==> src/rtl/nn_switchbox_pkg.sv <==
package nn_switchbox_pkg;
  localparam int SIDES      = 4;
  localparam int SIDE_SEL_W = 3;

  localparam logic [SIDE_SEL_W-1:0] CODE_NONE  = 3'd0;
  localparam logic [SIDE_SEL_W-1:0] CODE_LOGIC = 3'd5;
  localparam logic [SIDE_SEL_W-1:0] CODE_VERT  = 3'd6;

  typedef struct packed {
    logic shift;
    logic commit;
  } cfg_strobe_t;
endpackage

==> src/rtl/nn_switchbox_cfg.sv <==
module nn_switchbox_cfg
  import nn_switchbox_pkg::*;
#(
  parameter int CFG_W = 56
) (
  input  logic             clk,
  input  logic             rstN,
  input  logic             cfgIn,
  input  cfg_strobe_t      strobe,
  output logic [CFG_W-1:0] activeCfg
);
  logic [CFG_W-1:0] shadowCfg;

  always_ff @(posedge clk or negedge rstN) begin
    if (!rstN) begin
      shadowCfg <= '0;
      activeCfg <= '0;
    end else begin
      if (strobe.shift)  shadowCfg <= {cfgIn, shadowCfg[CFG_W-1:1]};
      if (strobe.commit) activeCfg <= shadowCfg;
    end
  end

  AST_ACTIVE_HOLDS: assert property (@(posedge clk) disable iff (!rstN)
    !strobe.commit |=> $stable(activeCfg));
  AST_SHADOW_HOLDS: assert property (@(posedge clk) disable iff (!rstN)
    !strobe.shift |=> $stable(shadowCfg));
endmodule

==> src/rtl/nn_switchbox_route.sv <==
module nn_switchbox_route
  import nn_switchbox_pkg::*;
#(
  parameter int TRACKS       = 3,
  parameter int WIDTH        = 16,
  parameter int LOGIC_INPUTS = 2,
  parameter int VERT_TRACK   = 0,
  parameter int LOGIC_SEL_W  = 4,
  parameter int CFG_W        = 56
) (
  input  logic                          clk,
  input  logic                          rstN,
  input  logic [CFG_W-1:0]              activeCfg,
  input  logic [SIDES*TRACKS*WIDTH-1:0] busIn,
  output logic [SIDES*TRACKS*WIDTH-1:0] busOut,
  output logic [SIDES*TRACKS-1:0]       busValid,
  input  logic [SIDES*WIDTH-1:0]        vertIn,
  output logic [SIDES*WIDTH-1:0]        vertOut,
  output logic [SIDES-1:0]              vertValid,
  input  logic [WIDTH-1:0]              logicResult,
  output logic [LOGIC_INPUTS*WIDTH-1:0] logicOperand,
  output logic [LOGIC_INPUTS-1:0]       logicOperandValid
);
  localparam int NUM_BUS   = SIDES * TRACKS;
  localparam int VERT_BASE = NUM_BUS * SIDE_SEL_W;
  localparam int LOGIC_BASE = VERT_BASE + SIDES * SIDE_SEL_W;

  logic [WIDTH-1:0] busInA  [NUM_BUS];
  logic [WIDTH-1:0] vertInA [SIDES];

  for (genvar i = 0; i < NUM_BUS; i++) begin : gUnpackBus
    assign busInA[i] = busIn[i*WIDTH +: WIDTH];
  end
  for (genvar s = 0; s < SIDES; s++) begin : gUnpackVert
    assign vertInA[s] = vertIn[s*WIDTH +: WIDTH];
  end

  // side outputs; track t only ever draws from track t
  for (genvar s = 0; s < SIDES; s++) begin : gSide
    for (genvar t = 0; t < TRACKS; t++) begin : gTrack
      localparam int IDX = s * TRACKS + t;
      logic [SIDE_SEL_W-1:0] code;
      logic [WIDTH-1:0]      d;
      logic                  v;
      assign code = activeCfg[IDX*SIDE_SEL_W +: SIDE_SEL_W];
      always_comb begin
        d = '0;
        v = 1'b0;
        for (int j = 0; j < SIDES; j++) begin
          if (int'(code) == j + 1 && j != s) begin
            d = busInA[j*TRACKS + t];
            v = 1'b1;
          end
        end
        if (code == CODE_LOGIC) begin
          d = logicResult;
          v = 1'b1;
        end else if (code == CODE_VERT && t == VERT_TRACK) begin
          d = vertInA[s];
          v = 1'b1;
        end
      end
      assign busOut[IDX*WIDTH +: WIDTH] = d;
      assign busValid[IDX] = v;

      AST_UNDRIVEN_ZERO: assert property (@(posedge clk) disable iff (!rstN)
        !busValid[IDX] |-> busOut[IDX*WIDTH +: WIDTH] == '0);
      AST_NO_SELF_LOOP: assert property (@(posedge clk) disable iff (!rstN)
        int'(code) == s + 1 |-> !busValid[IDX]);
      AST_VERT_TRACK_ONLY: assert property (@(posedge clk) disable iff (!rstN)
        (code == CODE_VERT && t != VERT_TRACK) |-> !busValid[IDX]);
      AST_NONE_UNDRIVEN: assert property (@(posedge clk) disable iff (!rstN)
        code == CODE_NONE |-> !busValid[IDX]);
    end
  end

  // vertical outputs
  for (genvar s = 0; s < SIDES; s++) begin : gVert
    logic [SIDE_SEL_W-1:0] code;
    logic [WIDTH-1:0]      d;
    logic                  v;
    assign code = activeCfg[VERT_BASE + s*SIDE_SEL_W +: SIDE_SEL_W];
    always_comb begin
      d = '0;
      v = 1'b0;
      for (int j = 0; j < SIDES; j++) begin
        if (int'(code) == j + 1) begin
          d = busInA[j*TRACKS + VERT_TRACK];
          v = 1'b1;
        end
      end
      if (code == CODE_LOGIC) begin
        d = logicResult;
        v = 1'b1;
      end
    end
    assign vertOut[s*WIDTH +: WIDTH] = d;
    assign vertValid[s] = v;

    AST_VERT_UNDRIVEN_ZERO: assert property (@(posedge clk) disable iff (!rstN)
      !vertValid[s] |-> vertOut[s*WIDTH +: WIDTH] == '0);
  end

  // logic operand taps
  for (genvar k = 0; k < LOGIC_INPUTS; k++) begin : gOperand
    logic [LOGIC_SEL_W-1:0] code;
    logic [WIDTH-1:0]       d;
    logic                   v;
    assign code = activeCfg[LOGIC_BASE + k*LOGIC_SEL_W +: LOGIC_SEL_W];
    always_comb begin
      d = '0;
      v = 1'b0;
      for (int j = 0; j < NUM_BUS; j++) begin
        if (int'(code) == j + 1) begin
          d = busInA[j];
          v = 1'b1;
        end
      end
    end
    assign logicOperand[k*WIDTH +: WIDTH] = d;
    assign logicOperandValid[k] = v;

    AST_OPERAND_RANGE: assert property (@(posedge clk) disable iff (!rstN)
      int'(code) > NUM_BUS |-> !logicOperandValid[k]);
  end

  AST_RESET_EMPTY: assert property (@(posedge clk) disable iff (!rstN)
    $past(!rstN) |-> (busValid == '0 && vertValid == '0 && logicOperandValid == '0));
endmodule

==> src/rtl/nn_switchbox.sv <==
module nn_switchbox
  import nn_switchbox_pkg::*;
#(
  parameter int TRACKS       = 3,
  parameter int WIDTH        = 16,
  parameter int LOGIC_INPUTS = 2,
  parameter int VERT_TRACK   = 0
) (
  input  logic                          clk,
  input  logic                          rstN,
  input  logic                          cfgIn,
  input  logic                          cfgShift,
  input  logic                          cfgCommit,
  input  logic [SIDES*TRACKS*WIDTH-1:0] busIn,
  output logic [SIDES*TRACKS*WIDTH-1:0] busOut,
  output logic [SIDES*TRACKS-1:0]       busValid,
  input  logic [SIDES*WIDTH-1:0]        vertIn,
  output logic [SIDES*WIDTH-1:0]        vertOut,
  output logic [SIDES-1:0]              vertValid,
  input  logic [WIDTH-1:0]              logicResult,
  output logic [LOGIC_INPUTS*WIDTH-1:0] logicOperand,
  output logic [LOGIC_INPUTS-1:0]       logicOperandValid
);
  localparam int NUM_BUS     = SIDES * TRACKS;
  localparam int LOGIC_SEL_W = $clog2(NUM_BUS + 1);
  localparam int CFG_W       = (NUM_BUS + SIDES) * SIDE_SEL_W + LOGIC_INPUTS * LOGIC_SEL_W;

  cfg_strobe_t      strobe;
  logic [CFG_W-1:0] activeCfg;

  assign strobe.shift  = cfgShift;
  assign strobe.commit = cfgCommit;

  nn_switchbox_cfg #(.CFG_W(CFG_W)) u_cfg (
    .clk       (clk),
    .rstN      (rstN),
    .cfgIn     (cfgIn),
    .strobe    (strobe),
    .activeCfg (activeCfg)
  );

  nn_switchbox_route #(
    .TRACKS       (TRACKS),
    .WIDTH        (WIDTH),
    .LOGIC_INPUTS (LOGIC_INPUTS),
    .VERT_TRACK   (VERT_TRACK),
    .LOGIC_SEL_W  (LOGIC_SEL_W),
    .CFG_W        (CFG_W)
  ) u_route (
    .clk               (clk),
    .rstN              (rstN),
    .activeCfg         (activeCfg),
    .busIn             (busIn),
    .busOut            (busOut),
    .busValid          (busValid),
    .vertIn            (vertIn),
    .vertOut           (vertOut),
    .vertValid         (vertValid),
    .logicResult       (logicResult),
    .logicOperand      (logicOperand),
    .logicOperandValid (logicOperandValid)
  );
endmodule

==> config.mk <==
export PLATFORM = sky130hd
export DESIGN_NAME = nn_switchbox
export DESIGN_NICKNAME = d
export VERILOG_FILES = /design/src/rtl/nn_switchbox_pkg.sv /design/src/rtl/nn_switchbox_cfg.sv /design/src/rtl/nn_switchbox_route.sv /design/src/rtl/nn_switchbox.sv
export SDC_FILE = /design/constraint.sdc
export NUM_CORES = 1
export LEC_CHECK = 0
export CAP_MARGIN = 0
export CORE_ASPECT_RATIO = 0.75
export CORE_MARGIN = 4
export CORE_UTILIZATION = 30
export DETAILED_ROUTE_END_ITERATION = 10
export DONT_BUFFER_PORTS = 1
export GPL_ROUTABILITY_DRIVEN = 0
export HOLD_SLACK_MARGIN = 0.02
export PLACE_DENSITY_LB_ADDON = 0.05
export RECOVER_POWER = 50
export SYNTH_ARGS = -nofsm -noshare
export SYNTH_HDL_FRONTEND = slang
export SYNTH_SLANG_ARGS = --single-unit
==> constraint.sdc <==
create_clock -name clk -period 1.4 [get_ports clk]
set_input_delay 0.07 -clock clk [delete_from_list [all_inputs] [get_ports clk]]
set_output_delay 0.07 -clock clk [all_outputs]
set_load 0.01 [all_outputs]
Word-level counts from Yosys, hierarchy flattened
Index checks and enable logic that the tools add are counted.

word-level totals
  output and inout port bits = 306
  flip-flop bits (word level) = 112
  word-level logic and storage cells = 290
  input bits = 277

cells by class
  muxes and demuxes = 192
  equal/unequal tests = 96

operators with widths
  cell                count
  $mux 16             96
  $eq 3x3->1 const B  59
  $mux 1              96
  $eq 4x4->1 const B  16
  $eq 3x2->1 const B  13
  $eq 4x3->1 const B  6
  $eq 4x2->1 const B  2

Longest topological paths before layout
  depth after elaboration = 13
  mapped depth = 9
  gate-level depth less buffers = 5

Hierarchy
From an unflattened synthesis, not the netlist that was laid out.

unflattened totals
  cell total of the unflattened synthesis = 2243
  area total of the unflattened synthesis = 17904.7 µm²

modules (own cells, without submodules)
  module              area an instance (µm²)  sequential area each (µm²)  cells an instance  instances
  nn_switchbox_route  13417.9                 0.0                         2007               1
  nn_switchbox_cfg    4486.8                  2802.7                      236                1

Worst setup path after synthesis
OpenSTA, ideal clock, no wires.

  path kind = register to output
  start point = register u_cfg.activeCfg[53]
  end point = output logicOperand[25]
  path slack = -0.161 ns
  data required time = 1.330 ns
  arrival time = 1.491 ns
  stages on the path, launching flop included = 7
  path buffers = 2
  cell sequence = dfrtp_1 > buf_6 > buf_8 > mux2_4 > a221oi_2 > a2bb2oi_1 > a32oi_1

on the way
  word-level cells in the longest chain between the ends = 13
  elaborated cells between the ends (all ways) = 24
  those cells by class = eq/ne (12); mux (12)

ends and longest elaborated chain
  element                   RTL line                   text
  start: declaration        nn_switchbox_cfg.sv:10     output logic [CFG_W-1:0] activeCfg
  start signal: assignment  nn_switchbox_cfg.sv:20     if (strobe.commit) activeCfg <= shadowCfg;
  $eq 4x2->1                nn_switchbox_route.sv:114  if (int'(code) == j + 1) begin
  $mux 16 (11 in series)    nn_switchbox_route.sv:114
  $mux 16 *                 nn_switchbox_route.sv:114
  end: declaration          nn_switchbox.sv:21         output logic [LOGIC_INPUTS*WIDTH-1:0] logicOperand,

Every way passes the cells marked *; elsewhere a longest branch is shown, timed or not.

Worst setup path in the final report
  start point = register u_cfg.activeCfg[53]
  end point = output logicOperand[19]

The elaborated chain is that of the path after synthesis.

==> results.sh <==
export IMPL_met1_usage=0.485
export IMPL_synth_seq_cells=112
export IMPL_drive_gt1_frac=0.608
export IMPL_grt_pass1_wl_mm=164
export IMPL_routed_wl_mm=118
export IMPL_cp_max_fo=8
export IMPL_initial_core_util=0.305
export IMPL_max_freq_ghz=0.425
export IMPL_place_ws_ns=-0.863
export IMPL_root_buffer="clkbuf_16"
export IMPL_place_area_um2=22200
export IMPL_grt_total_usage=0.350
export IMPL_arrival_ns=2.28
export IMPL_die_y_um=218
export IMPL_rsz0062_at_grt="true"
export IMPL_antenna_found_initial=0
export IMPL_synth_top_area_frac=0.173
export IMPL_ys_flop_type="dfrtp_1"
export IMPL_via_per_inst=6.65
export IMPL_async_flop_share=1.00
export IMPL_p_total_w=0.0435
export IMPL_ant_nets=0
export IMPL_clock_skew_final_ns=0.0103
export IMPL_die_area_um2=62900
export IMPL_wl_per_cell_um=34.7
export IMPL_hold_path_class="in -> async"
export IMPL_regArea_um2=2840
export IMPL_final_setup_tns_ns=-113.73
export IMPL_crit_type="reg -> out"
export IMPL_syn_avg_cell_area_um2=7.97
export IMPL_synthCells=2218
export IMPL_num_io_pins=583
export IMPL_drc_errors=0
export IMPL_synth_cell_types=68
export IMPL_met3_usage=0.0752
export IMPL_fin_nets=2899
export IMPL_synth_edf_count=0
export IMPL_drt_iter0_drc=2589
export IMPL_cts_buffer_depth=2
export IMPL_p_leak_nw=11.3
export IMPL_setup_ws_ns=-0.950
export IMPL_synth_seq_area_share=0.159
export IMPL_cap_violations=0
export IMPL_ir_worst_vdd_v=0.000971
export IMPL_finalCriticalPeriod_ns=2.35
export IMPL_dr_total_vias=22600
export IMPL_postLayoutCellArea_um2=28900
export IMPL_use_met2=0.541
export IMPL_power_density_nw_per_um2=1510
export IMPL_path_clk_slew_ns=0.08
export IMPL_violations="negative hold slack, negative setup slack"
export IMPL_io_buffers=0
export IMPL_rows=76
export IMPL_maxSlewViolCount=0
export IMPL_first_pass_iters=5
export IMPL_timing_hold_ws_ns=-0.596
export IMPL_clk_latency_ns=0.36
export IMPL_synth_area_um2=17700
export IMPL_overflow=0
export IMPL_synthesis_nets=2495
export IMPL_yosys_top_cells_area="mux2_2, dfrtp_1, mux2i_1, a22oi_1, o21ai_0"
export IMPL_h_tree_depth=3
export IMPL_cp_data_required_time_ns=1.33
export IMPL_area_delta_synth_final_pct=63.3
export IMPL_final_common_cell="buf_4"
export IMPL_post_route_util=0.498
export IMPL_hold_violations=159
export IMPL_grt_busiest_layer="met2"
export IMPL_yosysTopAreaCell="mux2_2"
export IMPL_cts_sinks=112
export IMPL_min_period_over_period=1.68
export IMPL_die_w_um=288
export IMPL_critPathLaunchType="flop"
export IMPL_slew_headroom=0.741
export IMPL_setup_viol=303
export IMPL_final_cell_mix="buf_4, mux2i_1, mux2_2"
export IMPL_yosys_warnings=0
export IMPL_grt_pass1_vias=21500
export IMPL_dpl_hpwl_mm=86.1
export IMPL_multi_input_area_um2=16800
export IMPL_coreArea_um2=57900
export IMPL_grt_max_degree=113
export IMPL_tritoncts="built"
export IMPL_tightest_slew_ns=0.389
export IMPL_endpoint_kind="primary output"
export IMPL_status="complete, but fails checks"
export IMPL_cts_made_buffers=9
export IMPL_n_fill_cell=5428
## cells by family after synthesis
logic type,count (synthesis),synth area share
AO/OA/AOI/OAI,841,0.314
multiplexers,555,0.339
buffers and inverters,359,0.0953
AND/OR/NAND/NOR,349,0.0920
flip-flops,112,0.159
XOR/XNOR,2,0.000991
## critical path, cell delays in order (launching register included)
cell and delay [ns]:
dfrtp_2 0.52, buf_4 0.19, buf_6 0.11, or2_4 0.25, nand2_2 0.08, nand2_4 0.12, a2bb2oi_2 0.20, a32oi_4 0.29
buf_6 0.16
## state kept, by name (all words and copies together), names as in the netlist
| signal | count |
|---|---|
| u_cfg.activeCfg | 56 |
| u_cfg.shadowCfg | 56 |
## stage by stage
stage / instances / hold slack (ns)
final: 3408 / -0.596
after CTS: 3380 / -0.615
after floorplan: 2218 / -0.226
after global placement: 3194 / -0.218
after detailed placement: 3194 / -0.218
after global routing: 3407 / -0.621
## report_power, final
group	leakage (nW)	internal [W]	switching, W
sequential	1.43	0.00397	0.00102
combinational	9.72	0.0179	0.0177
clock	0.160	0.00160	0.00129
total	11.3	0.0235	0.0200
## cells in the mapped netlist (20+ instances only)
library cell / count
dfrtp_1: 112
o21a_1: 23
o21ai_0: 197
nand2b_1: 40
o22ai_1: 151
mux2_2: 272
clkbuf_1: 160
a21oi_1: 102
buf_4: 29
nor2_1: 65
mux2i_1: 272
buf_1: 20
inv_1: 22
a22oi_1: 178
a221oi_1: 45
nand2_1: 164
buf_2: 108
nor2b_1: 27
## per-layer routing
| layer | vias up | share of wire |
|---|---|---|
| met2 | 1589 | 0.44 |
| met3 | 339 | 0.10 |
| li1 | 9293 | - |
| met1 | 11400 | 0.42 |
| met4 | 0 | 0.042 |
| met5 | - | 0 |
## path summary, 6_finish.rpt
| check | slack (ns) | depth (start not counted) | from | to |
|---|---|---|---|---|
| hold / removal | -0.60 | 0 | rstN | u_cfg.activeCfg[34]$_DFFE_PN0P_ |
| setup / recovery | -0.95 | 8 | u_cfg.activeCfg[53]$_DFFE_PN0P_ | logicOperand[19] |
| hold reg to reg | 0.51 | 1 | u_cfg.shadowCfg[0]$_DFFE_PN0P_ | u_cfg.activeCfg[0]$_DFFE_PN0P_ |
| max in group asynchronous | 1.75 | 0 | rstN | u_cfg.activeCfg[46]$_DFFE_PN0P_ |
| min in group clk | -0.18 | 1 | cfgCommit | u_cfg.activeCfg[51]$_DFFE_PN0P_ |
| setup reg to reg | -0.11 | 6 | u_cfg.activeCfg[20]$_DFFE_PN0P_ | u_cfg.activeCfg[20]$_DFFE_PN0P_ |
## area by class of cell
cell class                 instances  area share
antenna                            1   0.0000867
timing repair buffer             727       0.272
clock buffer                      10     0.00793
inverter                          25     0.00338
sequential                       112      0.0982
tap                              780      0.0338
multi-input combinational       1747       0.581
clock inverter                     6     0.00338
## repair_timing
action / in CTS / in global routing
hold buffers: 34 / 1
pin swaps: 248 / 231
setup buffers: 108 / 55
endpoints found under the setup margin: 304 / 313
resized for setup: 773 / 357
gates cloned: 35 / 3
endpoints found under the hold margin: 224 / 160
Note: power is estimated with default switching activity, not from simulation.
